==> config.mk <==
export PLATFORM = sky130hd
export DESIGN_NAME = pp_edge_gen
export DESIGN_NICKNAME = d
export VERILOG_FILES = /design/src/rtl/pp_edge_pkg.sv /design/src/rtl/pp_phase_counter.sv /design/src/rtl/pp_cfg_regs.sv /design/src/rtl/pp_edge_channel.sv /design/src/rtl/pp_strobe_gen.sv /design/src/rtl/pp_edge_gen.sv
export SDC_FILE = /design/constraint.sdc
export NUM_CORES = 1
export LEC_CHECK = 0
export CAP_MARGIN = 0
export CORE_MARGIN = 10
export CORE_UTILIZATION = 43
export DETAILED_ROUTE_END_ITERATION = 12
export DONT_BUFFER_PORTS = 1
export PLACE_DENSITY_LB_ADDON = 0.08
export SLEW_MARGIN = 25
export SYNTH_ARGS = -nofsm -noshare
export SYNTH_HDL_FRONTEND = slang
export SYNTH_HIERARCHICAL = 1
export SYNTH_SLANG_ARGS = --single-unit
==> constraint.sdc <==
create_clock -name clk -period 4.7 [get_ports clk]
set_input_delay 0 -clock clk [delete_from_list [all_inputs] [get_ports clk]]
set_output_delay 0 -clock clk [all_outputs]
set_load 0.02 [all_outputs]
==> src/rtl/pp_edge_pkg.sv <==
// Package: shared widths, register addresses and the configuration record
// for the pixel-phase edge generator. Assumes four quadrants per pixel.
package pp_edge_pkg;
    localparam int QUAD_LEN  = 12;
    localparam int OFF_W     = 4;
    localparam int EDGE_W    = OFF_W + 2;
    localparam int DRV_W     = 3;
    localparam int ADDR_W    = 4;
    localparam int NUM_CH    = 3;  // h1, h3, rg
    localparam int NUM_STB   = 3;  // shp, shd, dout_stb
    localparam int NUM_DRV   = 5;  // h1, h2, h3, h4, rg

    localparam logic [ADDR_W-1:0] A_LOC0 = 4'd6;
    localparam logic [ADDR_W-1:0] A_POL  = 4'd9;
    localparam logic [ADDR_W-1:0] A_DRV0 = 4'd10;

    typedef logic [EDGE_W-1:0] edge_code_t;

    typedef struct packed {
        edge_code_t [NUM_CH-1:0]               rise;
        edge_code_t [NUM_CH-1:0]               fall;
        edge_code_t [NUM_STB-1:0]              loc;
        logic       [NUM_CH-1:0]               pol;
        logic       [NUM_DRV-1:0][DRV_W-1:0]   drv;
    } cfg_t;
endpackage

==> src/rtl/pp_phase_counter.sv <==
// Phase counter: walks the quadrant-form position {quad, off} through one
// pixel period. Assumes QUAD_LEN fits in OFF_W bits; flags the last tick.
module pp_phase_counter #(
    parameter int QUAD_LEN = pp_edge_pkg::QUAD_LEN,
    parameter int OFF_W    = pp_edge_pkg::OFF_W
) (
    input  logic               clk,
    input  logic               rst_n,
    output logic [OFF_W+1:0]   code,
    output logic               last_pos
);
    localparam logic [OFF_W-1:0] OFF_MAX = OFF_W'(QUAD_LEN - 1);

    logic [1:0]       quad;
    logic [OFF_W-1:0] off;

    // Advance offset, carrying into the quadrant at the end of each quarter.
    always_ff @(posedge clk) begin
        if (!rst_n) begin
            quad <= '0;
            off  <= '0;
        end else if (off == OFF_MAX) begin
            off  <= '0;
            quad <= quad + 2'd1;
        end else begin
            off  <= off + 1'b1;
        end
    end

    assign code     = {quad, off};
    assign last_pos = (quad == 2'b11) && (off == OFF_MAX);

    a_r1_off_range: assert property (@(posedge clk) disable iff (!rst_n)
        off <= OFF_MAX);
    a_r1_wrap: assert property (@(posedge clk) disable iff (!rst_n)
        last_pos |=> (code == '0));
endmodule

==> src/rtl/pp_cfg_regs.sv <==
// Configuration registers: a staging copy written by the parallel port and
// an active copy loaded from it on the last tick of each pixel period.
module pp_cfg_regs
    import pp_edge_pkg::*;
#(
    parameter int AW = ADDR_W
) (
    input  logic          clk,
    input  logic          rst_n,
    input  logic          wr_en,
    input  logic [AW-1:0] wr_addr,
    input  edge_code_t    wr_data,
    input  logic          load,
    output cfg_t          active
);
    cfg_t       staged;
    logic [1:0] loc_idx;
    logic [2:0] drv_idx;

    assign loc_idx = 2'(wr_addr - A_LOC0);
    assign drv_idx = 3'(wr_addr - A_DRV0);

    // Decode the write address into the staging copy.
    always_ff @(posedge clk) begin
        if (!rst_n) begin
            staged <= '0;
        end else if (wr_en) begin
            if (wr_addr < A_LOC0) begin
                if (wr_addr[0]) staged.fall[wr_addr[2:1]] <= wr_data;
                else            staged.rise[wr_addr[2:1]] <= wr_data;
            end else if (wr_addr < A_POL) begin
                staged.loc[loc_idx] <= wr_data;
            end else if (wr_addr == A_POL) begin
                staged.pol <= wr_data[NUM_CH-1:0];
            end else if (wr_addr < A_DRV0 + AW'(NUM_DRV)) begin
                staged.drv[drv_idx] <= wr_data[DRV_W-1:0];
            end
        end
    end

    // Promote the staged values at the pixel boundary only.
    always_ff @(posedge clk) begin
        if (!rst_n)    active <= '0;
        else if (load) active <= staged;
    end

    a_r8_hold: assert property (@(posedge clk) disable iff (!rst_n)
        !load |=> $stable(active));
endmodule

==> src/rtl/pp_edge_channel.sv <==
// Edge channel: holds a level that sets on the rise code and clears on the
// fall code; equal codes leave it alone. Output applies the polarity bit.
module pp_edge_channel #(
    parameter int EW       = pp_edge_pkg::EDGE_W,
    parameter int OFF_W    = pp_edge_pkg::OFF_W,
    parameter int QUAD_LEN = pp_edge_pkg::QUAD_LEN
) (
    input  logic          clk,
    input  logic          rst_n,
    input  logic [EW-1:0] code,
    input  logic [EW-1:0] rise,
    input  logic [EW-1:0] fall,
    input  logic          pol,
    output logic          wave
);
    logic lvl;
    logic match_r, match_f, rise_ok;

    assign match_r = (code == rise);
    assign match_f = (code == fall);
    assign rise_ok = (rise[OFF_W-1:0] < OFF_W'(QUAD_LEN));

    // Update the level on a single matching edge.
    always_ff @(posedge clk) begin
        if (!rst_n)                  lvl <= 1'b0;
        else if (match_r && !match_f) lvl <= 1'b1;
        else if (match_f && !match_r) lvl <= 1'b0;
    end

    assign wave = lvl ^ pol;

    a_r3_rise: assert property (@(posedge clk) disable iff (!rst_n)
        (match_r && !match_f) |=> lvl);
    a_r3_fall: assert property (@(posedge clk) disable iff (!rst_n)
        (match_f && !match_r) |=> !lvl);
    a_r4_equal_hold: assert property (@(posedge clk) disable iff (!rst_n)
        (rise == fall) |=> $stable(lvl));
    a_r2_invalid_rise: assert property (@(posedge clk) disable iff (!rst_n)
        (!rise_ok && !match_f) |=> $stable(lvl));
endmodule

==> src/rtl/pp_strobe_gen.sv <==
// Strobe generator: a registered one-tick pulse in the cycle after the phase
// equals the location code. Assumes the code is held for the whole pixel.
module pp_strobe_gen #(
    parameter int EW       = pp_edge_pkg::EDGE_W,
    parameter int OFF_W    = pp_edge_pkg::OFF_W,
    parameter int QUAD_LEN = pp_edge_pkg::QUAD_LEN
) (
    input  logic          clk,
    input  logic          rst_n,
    input  logic [EW-1:0] code,
    input  logic [EW-1:0] loc,
    output logic          pulse
);
    logic loc_ok;
    assign loc_ok = (loc[OFF_W-1:0] < OFF_W'(QUAD_LEN));

    // Register the location match into the strobe.
    always_ff @(posedge clk) begin
        if (!rst_n) pulse <= 1'b0;
        else        pulse <= (code == loc);
    end

    a_r2_strobe_valid: assert property (@(posedge clk) disable iff (!rst_n)
        pulse |-> $past(loc_ok));
endmodule

==> src/rtl/pp_edge_gen.sv <==
// Top: pixel-phase edge generator. Ties the phase counter, staged
// configuration, three edge channels and three strobes together, builds
// the complementary clocks and derives one enable per drive code.
module pp_edge_gen
    import pp_edge_pkg::*;
(
    input  logic              clk,
    input  logic              rst_n,
    input  logic              wr_en,
    input  logic [ADDR_W-1:0] wr_addr,
    input  logic [EDGE_W-1:0] wr_data,
    output logic [EDGE_W-1:0] phase_code,
    output logic              h1,
    output logic              h2,
    output logic              h3,
    output logic              h4,
    output logic              rg,
    output logic              shp,
    output logic              shd,
    output logic              dout_stb,
    output logic [3:0]        h_oe,
    output logic              rg_oe
);
    logic                 last_pos;
    cfg_t                 act;
    logic [NUM_CH-1:0]    wave;
    logic [NUM_STB-1:0]   stb;
    logic [NUM_DRV-1:0]   oe;

    pp_phase_counter u_phase (
        .clk(clk), .rst_n(rst_n), .code(phase_code), .last_pos(last_pos));

    pp_cfg_regs u_cfg (
        .clk(clk), .rst_n(rst_n), .wr_en(wr_en), .wr_addr(wr_addr),
        .wr_data(wr_data), .load(last_pos), .active(act));

    for (genvar c = 0; c < NUM_CH; c++) begin : g_ch
        pp_edge_channel u_ch (
            .clk(clk), .rst_n(rst_n), .code(phase_code),
            .rise(act.rise[c]), .fall(act.fall[c]), .pol(act.pol[c]),
            .wave(wave[c]));
    end

    for (genvar s = 0; s < NUM_STB; s++) begin : g_stb
        pp_strobe_gen u_stb (
            .clk(clk), .rst_n(rst_n), .code(phase_code),
            .loc(act.loc[s]), .pulse(stb[s]));
    end

    for (genvar d = 0; d < NUM_DRV; d++) begin : g_oe
        assign oe[d] = |act.drv[d];
    end

    assign h1       = wave[0];
    assign h2       = ~wave[0];
    assign h3       = wave[1];
    assign h4       = ~wave[1];
    assign rg       = wave[2];
    assign shp      = stb[0];
    assign shd      = stb[1];
    assign dout_stb = stb[2];
    assign h_oe     = oe[3:0];
    assign rg_oe    = oe[4];

    a_r8_oe_at_boundary: assert property (@(posedge clk) disable iff (!rst_n)
        !$stable(oe) |-> $past(last_pos));
endmodule

==> impl_summary.txt <==
----------------------------------------------------
[CTS]
  Clock latency on the worst-skew pair ... 420 ps
  # H-tree levels ... 4
  Buffers from clock root to sink, at most ... 2
  TritonCTS clock tree ... yes
  Clock-pin slew on the worst setup and hold paths ... 60 ps
  Number of CTS-inserted buffers ... 17
  Clock sink total ... 156
  Cell at the root of the clock tree ... clkbuf_16

[Power and ir drop]
  Worst vdd rail ir drop ... 0.256 mV
  Cell Pwr Density ... 389 nW/um2
  LEAKAGE ... 0.00284 uW

[Final layout]
  Number of nets in the layout ... 635
  Inserted Diodes ... 0
  Synthesis-to-layout area growth ... 12.1%
  Fillcell total ... 1334
  Count of placed standard cells in the final layout, fillers left out ... 814
  Reg area ... 3120 um2
  Layout cell share with drive strength beyond 1 ... 7.46%
  Area used by multi-input combinational logic ... 3240 um2
  Commonest non-fill, non-tap cells in the layout ... dfxtp_1 (155), mux2i_1 (149), nand2_1 (83), nor2b_1 (79), xor2_1 (30)
  Most frequent standard cell in the layout excluding fill and tap cells ... dfxtp_1

[Routing]
  Final wirelength ... 14200 um
  Avg Vias per Cell ... 5.01
  Starting DRC count in detailed routing ... 177
  Total number of vias ... 4077
  Routed wire per std cell ... 17.4 um
  Number of antenna-violating nets in the routed design ... 0
  Count of TritonRoute iterations in the first routing pass ... 4
  # DRC ... 0

[STA]
  Tightest hold margin ... 18.8 ps
  Worst Skew ... 5.34 ps
  Clock period minus final worst setup slack ... 2430 ps
  Max Freq ... 411 MHz
  Final slew viol count ... 0
  Actual slew at the worst max-slew pin ... 901 ps
  # setup viols final ... 0
  Final count of hold timing violations ... 0
  Setup repair after global routing missed its margin ... false
  Worst max-slew margin expressed relative to the limit ... 39.9%
  Tcrit/Tclk final ... 51.7%
  Setup total negative slack ... 0 ps

[Synthesis]
  Main area contributors after synthesis ... dfxtp_1 (48%), mux2i_1 (23%), nor2b_1 (7.6%)
  Syn Area/Cell ... 10.5 um2
  Fraction of the yosys area taken by sequential cells ... 47.9%
  Synthesized netlist net count ... 637
  Top cell type's share of synthesized area ... 47.9%
  Cell count after synthesis ... 619
  Number of warnings printed during yosys synthesis ... 6
  Number of different library cells in the post-synthesis netlist ... 34
  Post-synthesis instance area ... 6520 um2
  Yosys top cell by area ... dfxtp_1
  Post-synthesis sequential element count ... 156

[Global route]
  Largest net degree at the start of global routing ... 157
  Antenna violations before repair ... 0
  GRT Residual Overflow ... 0
  Total GRT Usage ... 14.6%
  Global-route wire length before repair ... 22700 um
  Via count of the first global-routing pass ... 4071

[Setup path]
  Setup crit start ... u_phase/off[1]
  Startpoint type of the worst setup path ... flop
  Worst setup path class ... flop to flop
  Worst-path maximum fanout ... 49
  Worst r2r src ... u_phase/off[1]
  Worst setup EP type ... flop
  Required time reported for the critical path endpoint ... 5010 ps
  Signal arrival time at the worst endpoint ... 2740 ps

[Placed design]
  Quantity of I/O buffers inserted on ports ... 0
  Cells after DPL ... 776
  Final HPWL from detailed placement ... 8530 um
  Placer Congestion ... 0.716

[Outcome]
  Outcome ... complete, no violations

[Floorplanning]
  Die Span X ... 143 um
  Starting density of the core ... 44.4%
  I/O pin cnt ... 32
  Die Ht ... 143 um
  Core outline area ... 14700 um2
  Standard-cell rows ... 44
  Full die area ... 20500 um2

[Run]
  # Max-Cap Violations ... 0

[Worst hold path]
  Path class of the lowest-slack min-delay path ... input pin to flop
  Hold Crit Start ... wr_addr[0]

----------------------------------------------------
[worst max-delay path, cell delays in order (launching register included)]
cell and delay [ps]:
dfxtp_1 300, buf_4 300, ha_1 320, nand3b_4 140, nor2_4 130, buf_4 700, mux2i_1 320, nor2b_1 70
[stage by stage]
stage / area [um2] / power [uW] / worst slack (ps) / utilization (%)
floorplan: 6520 / 1490 / 2490 / -
global placement: 6660 / 1510 / 2340 / 45.3
detailed placement: 6660 / 1510 / 2290 / 45.3
CTS: 7310 / 2880 / 2280 / 49.7
global route: 7310 / 2960 / 2130 / 49.7
finish: 7310 / 2840 / 2270 / 49.7
[flip-flops by register name, summed over array words and instances, names as in the netlist]
signal and count:
u_phase/off 4, u_phase/quad 2, g_stb.u_stb/pulse 3, u_cfg/staged 72
u_cfg/active 72, g_ch.u_ch/lvl 3
[power by group]
part	leakage (uW)	internal, uW	switching [uW]
clock network	0.000281	821	521
logic	0.00130	57.5	89.9
registers	0.00126	1340	15.9
[what timing repair did]
action | CTS | global route
setup buffers | 0 | 0
gates resized for setup | 0 | 0
hold buffers | 6 | 0
endpoints found under the hold margin | 156 | 0
[synthesized netlist by cell type]
| library cell | count |
|---|---|
| nand2_1 | 83 |
| nand2b_1 | 3 |
| clkbuf_2 | 1 |
| and3b_1 | 1 |
| nor3_2 | 1 |
| nor3b_2 | 1 |
| and3_2 | 2 |
| and2_1 | 1 |
| nand3b_1 | 1 |
| nor2_1 | 7 |
| buf_2 | 13 |
| nand3_1 | 4 |
| nor2b_1 | 79 |
| and3_1 | 1 |
| xor2_1 | 30 |
| ha_1 | 5 |
| dfxtp_1 | 156 |
| o31a_1 | 1 |
| inv_1 | 3 |
| nand4_1 | 7 |
| or3_1 | 6 |
| and3b_2 | 1 |
| or4_1 | 1 |
| nor3_1 | 3 |
| nor3b_1 | 3 |
| mux2i_1 | 149 |
| and4bb_2 | 1 |
| buf_6 | 1 |
| buf_1 | 1 |
| nor4_1 | 3 |
| clkbuf_1 | 18 |
| xnor2_1 | 28 |
| nor4_2 | 3 |
| nand3b_4 | 1 |
[path summary, 6_finish.rpt]
check | endpoint | slack, ps | cells past startpoint
setup / recovery | u_cfg/active[15] | 2270 | 7
hold / removal | u_cfg/staged[45] | 20 | 3
setup reg to reg | u_cfg/active[15] | 2270 | 7
hold reg to reg | u_cfg/staged[52] | 460 | 2
[metal layers]
metal	wire, um	vias up	global-route usage (%)
met3	418	12	4.08
met1	6930	1965	18.4
met4	196	0	5.21
met5	0	-	0
met2	6650	36	23.2
li1	-	2064	-
[final cells by class]
cell class | instances | area share [%]
well taps | 184 | 3.15
inverters | 3 | 0.154
clock buffers | 25 | 6.64
flip-flops and latches | 156 | 42.7
multi-input cells | 426 | 44.3
clock inverters | 7 | 1.20
repair buffers | 13 | 1.78
[logic make-up (layout without fill, tap and decap cells)]
family                   after synthesis  count (layout)  share of synthesized area [%]
AND/OR/NAND/NOR                      213             213                           17.8
flip-flops                           156             156                           47.9
multiplexers                         149             149                           22.9
XOR/XNOR                              58              58                           7.79
buffers and inverters                 37              48                           2.51
adder cells (fa/ha/maj)                5               5                          0.960
AO/OA/AOI/OAI                          1               1                          0.134
Power figures use the tool's default switching activity.
